### src/rtl/irc_pkg.sv
package irc_pkg;
  localparam int DATA_W     = 8;
  localparam int N_REGS     = 48;
  localparam int PTR_W      = 6;
  localparam int ALIAS_BASE = 13;

  typedef enum logic [1:0] {
    PORT_A   = 2'd0,
    PORT_B   = 2'd1,
    PORT_C   = 2'd2,
    PORT_CTL = 2'd3
  } port_e;

  typedef enum logic {
    PH_SEL  = 1'b0,
    PH_DATA = 1'b1
  } phase_e;
endpackage

### src/rtl/irc_access_fsm.sv
module irc_access_fsm #(
  parameter int PTR_W = 6
) (
  input  logic             clk_i,
  input  logic             rst_ni,
  input  logic             ctl_wr_i,
  input  logic             ctl_rd_i,
  input  logic [PTR_W-1:0] sel_i,
  output logic             phase_o,
  output logic [PTR_W-1:0] ptr_o,
  output logic             lock_o,
  output logic             lock_set_o,
  output logic             reg_we_o,
  output logic [PTR_W-1:0] reg_addr_o
);
  import irc_pkg::*;

  phase_e           phase_q, phase_d;
  logic [PTR_W-1:0] ptr_q, ptr_d;
  logic             lock_q, lock_d;
  logic             lock_set, lock_clr;

  assign lock_set = ctl_wr_i && (phase_q == PH_DATA) && !lock_q
                    && (ptr_q == '0) && sel_i[0];
  assign lock_clr = ctl_wr_i && lock_q && !sel_i[0];

  always_comb begin
    phase_d = phase_q;
    ptr_d   = ptr_q;
    lock_d  = lock_q;
    if (ctl_wr_i) begin
      if (lock_q) begin
        // pinned in data phase until bit 0 cleared
        phase_d = sel_i[0] ? PH_DATA : PH_SEL;
        lock_d  = sel_i[0];
      end else if (phase_q == PH_SEL) begin
        ptr_d   = sel_i;
        phase_d = PH_DATA;
      end else if (lock_set) begin
        phase_d = PH_DATA;
        lock_d  = 1'b1;
      end else begin
        phase_d = PH_SEL;
      end
    end else if (ctl_rd_i && !lock_q) begin
      phase_d = PH_SEL;
    end
  end

  always_ff @(posedge clk_i or negedge rst_ni) begin
    if (!rst_ni) begin
      phase_q <= PH_SEL;
      ptr_q   <= '0;
      lock_q  <= 1'b0;
    end else begin
      phase_q <= phase_d;
      ptr_q   <= ptr_d;
      lock_q  <= lock_d;
    end
  end

  assign phase_o    = (phase_q == PH_DATA);
  assign ptr_o      = ptr_q;
  assign lock_o     = lock_q;
  assign lock_set_o = lock_set;
  assign reg_we_o   = ctl_wr_i && ((phase_q == PH_DATA) || lock_q);
  assign reg_addr_o = lock_q ? '0 : ptr_q;

  logic unused_clr;
  assign unused_clr = lock_clr;
endmodule

### src/rtl/irc_regfile.sv
module irc_regfile #(
  parameter int N_REGS = 48,
  parameter int DW     = 8,
  parameter int AW     = 6
) (
  input  logic          clk_i,
  input  logic          rst_ni,
  input  logic          we_i,
  input  logic [AW-1:0] waddr_i,
  input  logic [DW-1:0] wdata_i,
  input  logic          clr_i,
  input  logic [AW-1:0] raddr_i,
  output logic [DW-1:0] rdata_o
);
  localparam logic [AW-1:0] LIMIT = AW'(N_REGS);

  logic [DW-1:0] regs_q [N_REGS];

  for (genvar i = 0; i < N_REGS; i++) begin : g_reg
    localparam logic [AW-1:0] IDX = AW'(i);
    always_ff @(posedge clk_i or negedge rst_ni) begin
      if (!rst_ni) begin
        regs_q[i] <= '0;
      end else if (clr_i && (i != 0)) begin
        regs_q[i] <= '0;
      end else if (we_i && (waddr_i == IDX)) begin
        regs_q[i] <= wdata_i;
      end
    end
  end

  always_comb begin
    rdata_o = '0;
    for (int k = 0; k < N_REGS; k++) begin
      if (raddr_i == AW'(k)) rdata_o = regs_q[k];
    end
    if (raddr_i >= LIMIT) rdata_o = '0;
  end
endmodule

### src/rtl/indirect_reg_ctrl.sv
module indirect_reg_ctrl #(
  parameter int DATA_W     = irc_pkg::DATA_W,
  parameter int N_REGS     = irc_pkg::N_REGS,
  parameter int PTR_W      = irc_pkg::PTR_W,
  parameter int ALIAS_BASE = irc_pkg::ALIAS_BASE
) (
  input  logic              clk_i,
  input  logic              rst_ni,
  input  logic              cs_i,
  input  logic              rd_i,
  input  logic              wr_i,
  input  logic [1:0]        addr_i,
  input  logic [DATA_W-1:0] wdata_i,
  output logic [DATA_W-1:0] rdata_o
);
  import irc_pkg::*;

  localparam logic [PTR_W-1:0] ALIAS = PTR_W'(ALIAS_BASE);

  logic             is_ctl, ctl_wr, ctl_rd, rd_act, dp_we;
  logic             phase_q, lock_q, lock_set;
  logic [PTR_W-1:0] ptr_q, fsm_addr, dp_addr;
  logic             fsm_we, rf_we, rf_clr;
  logic [PTR_W-1:0] rf_waddr, rf_raddr;
  logic [DATA_W-1:0] rf_rdata;

  assign is_ctl = (port_e'(addr_i) == PORT_CTL);
  assign ctl_wr = cs_i && wr_i && is_ctl;
  assign ctl_rd = cs_i && rd_i && !wr_i && is_ctl;
  assign rd_act = cs_i && rd_i && !wr_i;
  assign dp_we  = cs_i && wr_i && !is_ctl && !lock_q;
  assign dp_addr = ALIAS + PTR_W'(addr_i);

  irc_access_fsm #(.PTR_W(PTR_W)) u_fsm (
    .clk_i      (clk_i),
    .rst_ni     (rst_ni),
    .ctl_wr_i   (ctl_wr),
    .ctl_rd_i   (ctl_rd),
    .sel_i      (wdata_i[PTR_W-1:0]),
    .phase_o    (phase_q),
    .ptr_o      (ptr_q),
    .lock_o     (lock_q),
    .lock_set_o (lock_set),
    .reg_we_o   (fsm_we),
    .reg_addr_o (fsm_addr)
  );

  assign rf_we    = fsm_we || dp_we;
  assign rf_waddr = is_ctl ? fsm_addr : dp_addr;
  assign rf_raddr = is_ctl ? fsm_addr : dp_addr;
  assign rf_clr   = lock_q || lock_set;

  irc_regfile #(.N_REGS(N_REGS), .DW(DATA_W), .AW(PTR_W)) u_rf (
    .clk_i   (clk_i),
    .rst_ni  (rst_ni),
    .we_i    (rf_we),
    .waddr_i (rf_waddr),
    .wdata_i (wdata_i),
    .clr_i   (rf_clr),
    .raddr_i (rf_raddr),
    .rdata_o (rf_rdata)
  );

  assign rdata_o = rd_act ? rf_rdata : '0;
endmodule

### config.mk
export PLATFORM = sky130hd
export DESIGN_NAME = indirect_reg_ctrl
export DESIGN_NICKNAME = d
export VERILOG_FILES = /design/src/rtl/irc_pkg.sv /design/src/rtl/irc_access_fsm.sv /design/src/rtl/irc_regfile.sv /design/src/rtl/indirect_reg_ctrl.sv
export SDC_FILE = /design/constraint.sdc
export NUM_CORES = 1
export LEC_CHECK = 0
export BUFFER_PORTS_ARGS = -buffer_cell sky130_fd_sc_hd__buf_2
export CAP_MARGIN = 10
export CORE_MARGIN = 5
export CORE_UTILIZATION = 50
export CTS_BUF_LIST = sky130_fd_sc_hd__clkbuf_16
export DETAILED_ROUTE_END_ITERATION = 8
export HOLD_SLACK_MARGIN = 0.06
export PLACE_DENSITY_LB_ADDON = 0.15
export SETUP_SLACK_MARGIN = 0.3
export SLEW_MARGIN = 40
export SYNTH_ARGS = -nofsm -noshare
export SYNTH_HDL_FRONTEND = slang
export SYNTH_SLANG_ARGS = --single-unit
### constraint.sdc
create_clock -name clk_i -period 7.3 [get_ports clk_i]
set_input_delay 1.825 -clock clk_i [delete_from_list [all_inputs] [get_ports clk_i]]
set_output_delay 1.825 -clock clk_i [all_outputs]
set_load 0.01 [all_outputs]
* After elaboration in Yosys (flattened, before gate mapping) *
Cells that the tools add are included.

word-level totals
  bits in latches = 0
  register bits = 392
  logic and storage cells = 375
  output and inout bits = 8
  memory bits (writable) = 0
  bits in read-only memories = 0
  input port bits = 15
  memories = 0

cells by class
  multiply operators = 0
  $lt $le $gt $ge = 1
  mux-type cells = 154
  reduce and logical (&&, ||, !) cells = 118
  equality and inequality tests = 48
  add/sub/neg operators = 1
  shift-type cells = 0
  divide/modulo/power cells = 0
  bitwise gates (word level) = 2

operator list
  kind                 number
  $mux 8               144
  $eq 6x5->1 const B   16
  $eq 6x6->1 const B   16
  $reduce_bool 2->1    48
  $logic_and 1x1->1    61
  $eq 6x4->1 const B   8
  $eq 6x3->1 const B   4
  $eq 6x2->1 const B   2
  $logic_not 6->1      2
  $mux 6               2
  $mux 1               8
  $eq 6x1->1 const B   1
  $ge 6x6->1 const B   1
  $add 4x2->5 const A  1
  $logic_not 1->1      3
  $logic_or 1x1->1     3
  $reduce_and 3->1     1
  $eq 2x2->1 const B   1
  $not 1->1            2

* Logic depth before layout (Yosys ltp) *
  depth in word-level cells = 53
  depth in mapped cells = 13
  gate-level depth less buffers = 9

* Cells and area by module *
Synthesis repeated with hierarchy kept, for this count alone.

unflattened totals
  cells, all modules = 2,355
  area total of the unflattened synthesis = 21,433.1 sq um

by module, submodules not included
  module             instances  area each (sq um)  sequential area each (sq um)  cells each
  irc_regfile        1          20,825.0           9,609.2                       2,296
  irc_access_fsm     1          417.9              200.2                         35
  indirect_reg_ctrl  1          190.2              0.0                           24

* Least setup slack after synthesis *
Ideal clock, no wire load.

  path type = input port to output port
  start point = input addr_i[0]
  end point = output rdata_o[0]
  setup slack = 1,454 ps
  arrival = 4,021 ps
  stages on the path = 12
  required time = 5,475 ps
  buffers on the path = 3
  cell sequence = ha_1 buf_2 nand2b_1 o21ai_2 buf_2 buf_2 nand2_1 a21oi_1 nor2_1 a211oi_1 o21ai_1 a211oi_1

on the way
  longest elaborated chain between the ends = 53
  elaborated cells between the ends (all ways) = 102
  those cells by class = add/sub (1); order compare (1); eq/ne (48); mux (51); reduce/logical (1)

RTL lines
  item                                              RTL line                                          text
  from (decl)                                       indirect_reg_ctrl.sv:12                           input logic [1:0] addr_i,
  $add 4x2->5 / $eq 2x2->1 (equally long branches)  indirect_reg_ctrl.sv:32, indirect_reg_ctrl.sv:27
  $mux 6 (*)                                        indirect_reg_ctrl.sv:50                           assign rf_raddr = is_ctl ? fsm_addr : dp_addr;
  $logic_not 6->1                                   irc_regfile.sv:35                                 if (raddr_i == AW'(k)) rdata_o = regs_q[k];
  $mux 8 (48 in series)                             irc_regfile.sv:35
  $mux 8 (*)                                        irc_regfile.sv:37                                 if (raddr_i >= LIMIT) rdata_o = '0;
  $mux 8 (*)                                        indirect_reg_ctrl.sv:64                           assign rdata_o = rd_act ? rf_rdata : '0;
  to (decl)                                         indirect_reg_ctrl.sv:14                           output logic [DATA_W-1:0] rdata_o

Every way passes the cells marked *; elsewhere a longest branch is shown, timed or not.

* Worst setup path in the final report *
  start point = input addr_i[0]
  end point = output rdata_o[5]

Same word-level chain as after synthesis.

==> results.yml <==
pwr:
  intPower_uw: 4132
  power_frac_comb_pct: 20.8
  power_density_nw_per_um2: 265.4
  clkPwrFrac_pct: 36.7
  swShare_pct: 33.03
  p_sw_uw: 2038
  leakage_uw: 0.009781
  p_seq_share_pct: 42.5
  ir_drop_mv: 0.1888
synthesis:
  synthesis.nets: 2483
  synth_commonest_cells: "761 x nand2_1, 392 x dfrtp_1, 384 x a21oi_1"
  yosysTopAreaCellShare_pct: 47.58
  avgSynthCellArea_sq_um: 8.357
  ys_top_cells_by_area: "dfrtp_1 48%, nand2_1 14%, a21oi_1 9.3%, nor2_1 3.4%, mux2i_1 2.8%"
  syn_inst: 2467
  synth-main-ff-cell: "dfrtp_1"
  async_flop_share_pct: 100.0
  ys_seq_elements: 392
  synth.distinct_cells: 95
  yosysMostFrequentCell: "nand2_1"
  yosysTopAreaCell: "dfrtp_1"
  synth_edf_count: 0
  yosysWarningCount: 0
  syn_area_sq_um: 20620
  ys_seq_area_share_pct: 47.58
sta:
  skew_ns: 0.02414
  fin_crit_ns: 6.914
  tightest_slew_ns: 0.8960
  hold_viol_final: 0
  clock.fmax_ghz: 0.1446
  period_share_pct: 94.71
  max_slew_margin_pct: 40.27
  finalSetupViolations: 0
  rsz0062_at_grt: "false"
  slew_violations: 0
placed_design:
  placed_cells: 2955
  dp_hpwl_mm: 52.40
  numPortBuffers: 22
  place_area_sq_um: 21560
  gp_congestion: 0.9854
worst_setup_path:
  crit_arrival_ns: 5.09
  critical_path.max_fanout: 21
  endpoint_kind: "primary output"
  worstPathRequired_ns: 5.48
  reg2reg_slack_ns: 3.84
  cp-start-kind: "input port"
  worstSetupPathType: "in2out"
finish:
  areaGrowthSynthToFinish_pct: 12.77
  diodes: 0
  drive_gt1_share_pct: 10.85
  stdcell_area_sq_um: 23250
  final_cells: 3047
  num-nets-final: 2499
route:
  ant_nets: 0
  avgRoutedWirePerCell_um: 26.18
  viasPerCell: 6.625
  wirelength_mm: 79.76
  drt_iter0_markers: 3273
  vias: 20190
  drcViolationCount: 0
  first_pass_iters: 6
job:
  maxCapViolCount: 0
clock_tree:
  clock_latency_ns: 0.59
  root_buffer: "clkbuf_16"
  cts_tree: "done"
  cts_sinks: 392
  cts_buffers: 44
  htreeDepth: 2
  cts_buffer_depth: 3
  clk_pin_slew_ns: 0.06
min_path:
  hp-class: "reg2reg"
global_routing:
  grt_antenna_before_repair: 1
  grt_pass1_vias: 18850
  grt_pass1_wl_mm: 120.1
  grt_overflow: 0
  grt_max_degree: 108
  grt_use_total_pct: 34.60
floorplanning:
  start_util_pct: 50.49
  coreArea_sq_um: 40830
  die-area_sq_um: 45390
  die_y_um: 213.1
  die_x_um: 213.1
  fp-row-count: 74
  io_pins: 23
status:
  outcome: "completed"
-- through the flow --
step	worst slack (ns)	hold slack, ns	utilization [%]	power, uW	TNS [ns]
after floorplan	1.454	0.4741	-	3335	0
after CTS	0.2100	0.5157	56.43	6107	0
after global placement	-0.02609	0.4951	52.38	3809	-0.02609
after detailed placement	-0.02292	0.5024	52.79	3849	-0.02292
final	0.3860	0.5136	56.94	6170	0
after global routing	0.3473	0.5391	56.94	6366	0
-- worst paths after layout --
check / from / endpoint / cells after the start
setup / recovery: addr_i[0] / rdata_o[5] / 12
hold / removal: u_rf.regs_q[377] / u_rf.regs_q[377] / 1
setup reg to reg: u_fsm.lock_o / u_rf.regs_q[278] / 6
hold reg to reg: u_rf.regs_q[377] / u_rf.regs_q[377] / 1
max in group asynchronous: rst_ni / u_rf.regs_q[107] / 4
min in group asynchronous: rst_ni / u_rf.regs_q[298] / 1
-- power groups by stage --
stage	sequential, uW	combinational, uW	clock (uW)
after floorplan	2510	821	0
after global placement	2630	1170	0
after detailed placement	2640	1210	0
after CTS	2600	1220	2280
after global routing	2640	1360	2370
final	2620	1290	2260
-- metal layers --
layer | global-route usage, % | routed length, um | vias to the layer above
met1 | 50.80 | 32310 | 9875
met2 | 50.44 | 34410 | 1364
met5 | 0 | 13 | -
met4 | 13.40 | 3753 | 2
li1 | - | - | 8708
met3 | 7.361 | 9273 | 237
-- state kept, by name, summed over array words and instances, names as in the netlist --
| name | cells |
|---|---|
| u_rf.regs_q | 384 |
| u_fsm.ptr_o | 6 |
| u_fsm.lock_o | 1 |
| u_fsm.phase_o | 1 |
-- cells in the final DEF, fill, tap and decap left out, drive strengths merged, types with 6 or more instances in the layout --
cell type / instances
a31oi: 17
nor3: 35
o22a: 8
nor2: 199
a22o: 13
nor2b: 10
a211oi: 11
dfrtp: 392
clkbuf: 45
nor4: 11
o2111ai: 8
o22ai: 40
mux2: 15
inv: 20
a2111oi: 7
o21ai: 73
clkinv: 11
mux2i: 58
bufinv: 6
nand2: 763
nand3: 29
a221oi: 24
o221ai: 19
a21oi: 385
buf: 124
a22oi: 21
nand2b: 12
a221o: 16
nand4: 18
a21o: 8
o211ai: 21
and2: 6
-- kinds of logic after synthesis --
kind of cell | count (synthesis) | share of synthesized area (%)
adders and majority gates | 1 | 0.06068
and+or+nand+nor | 1124 | 23.59
buffers and inverters | 162 | 3.799
muxes | 73 | 3.635
DFF | 392 | 47.58
AOI/OAI and AO/OA | 715 | 21.34
-- area by class of cell --
| cell class | count | area [sq um] |
|---|---|---|
| fill | 3720 | 17580 |
| inverter | 7 | 26.28 |
| clock buffer | 45 | 1126 |
| multi-input combinational | 1914 | 10230 |
| timing repair buffer | 124 | 1089 |
| tap | 532 | 665.6 |
| sequential | 392 | 9809 |
| clock inverter | 33 | 307.8 |
-- what timing repair did --
item | CTS | global route
gates resized for setup | 9 | 22
pin swaps | 2 | 7
hold endpoints to repair | 0 | 0
hold buffers | 0 | 0
setup endpoints to repair | 4 | 8
buffers inserted | 0 | 13
cloned | 0 | 1
-- worst max-delay path, stage by stage --
cell	delay [ns]
buf_2	0.20
ha_4	0.25
buf_4	0.29
nor2b_1	0.13
nor2_1	0.50
o21ai_0	0.18
o211ai_1	0.15
a21oi_1	0.14
o21ai_0	0.33
nand3_1	0.35
a31oi_2	0.52
buf_2	0.22
Note: power is estimated with default switching activity, not from simulation.
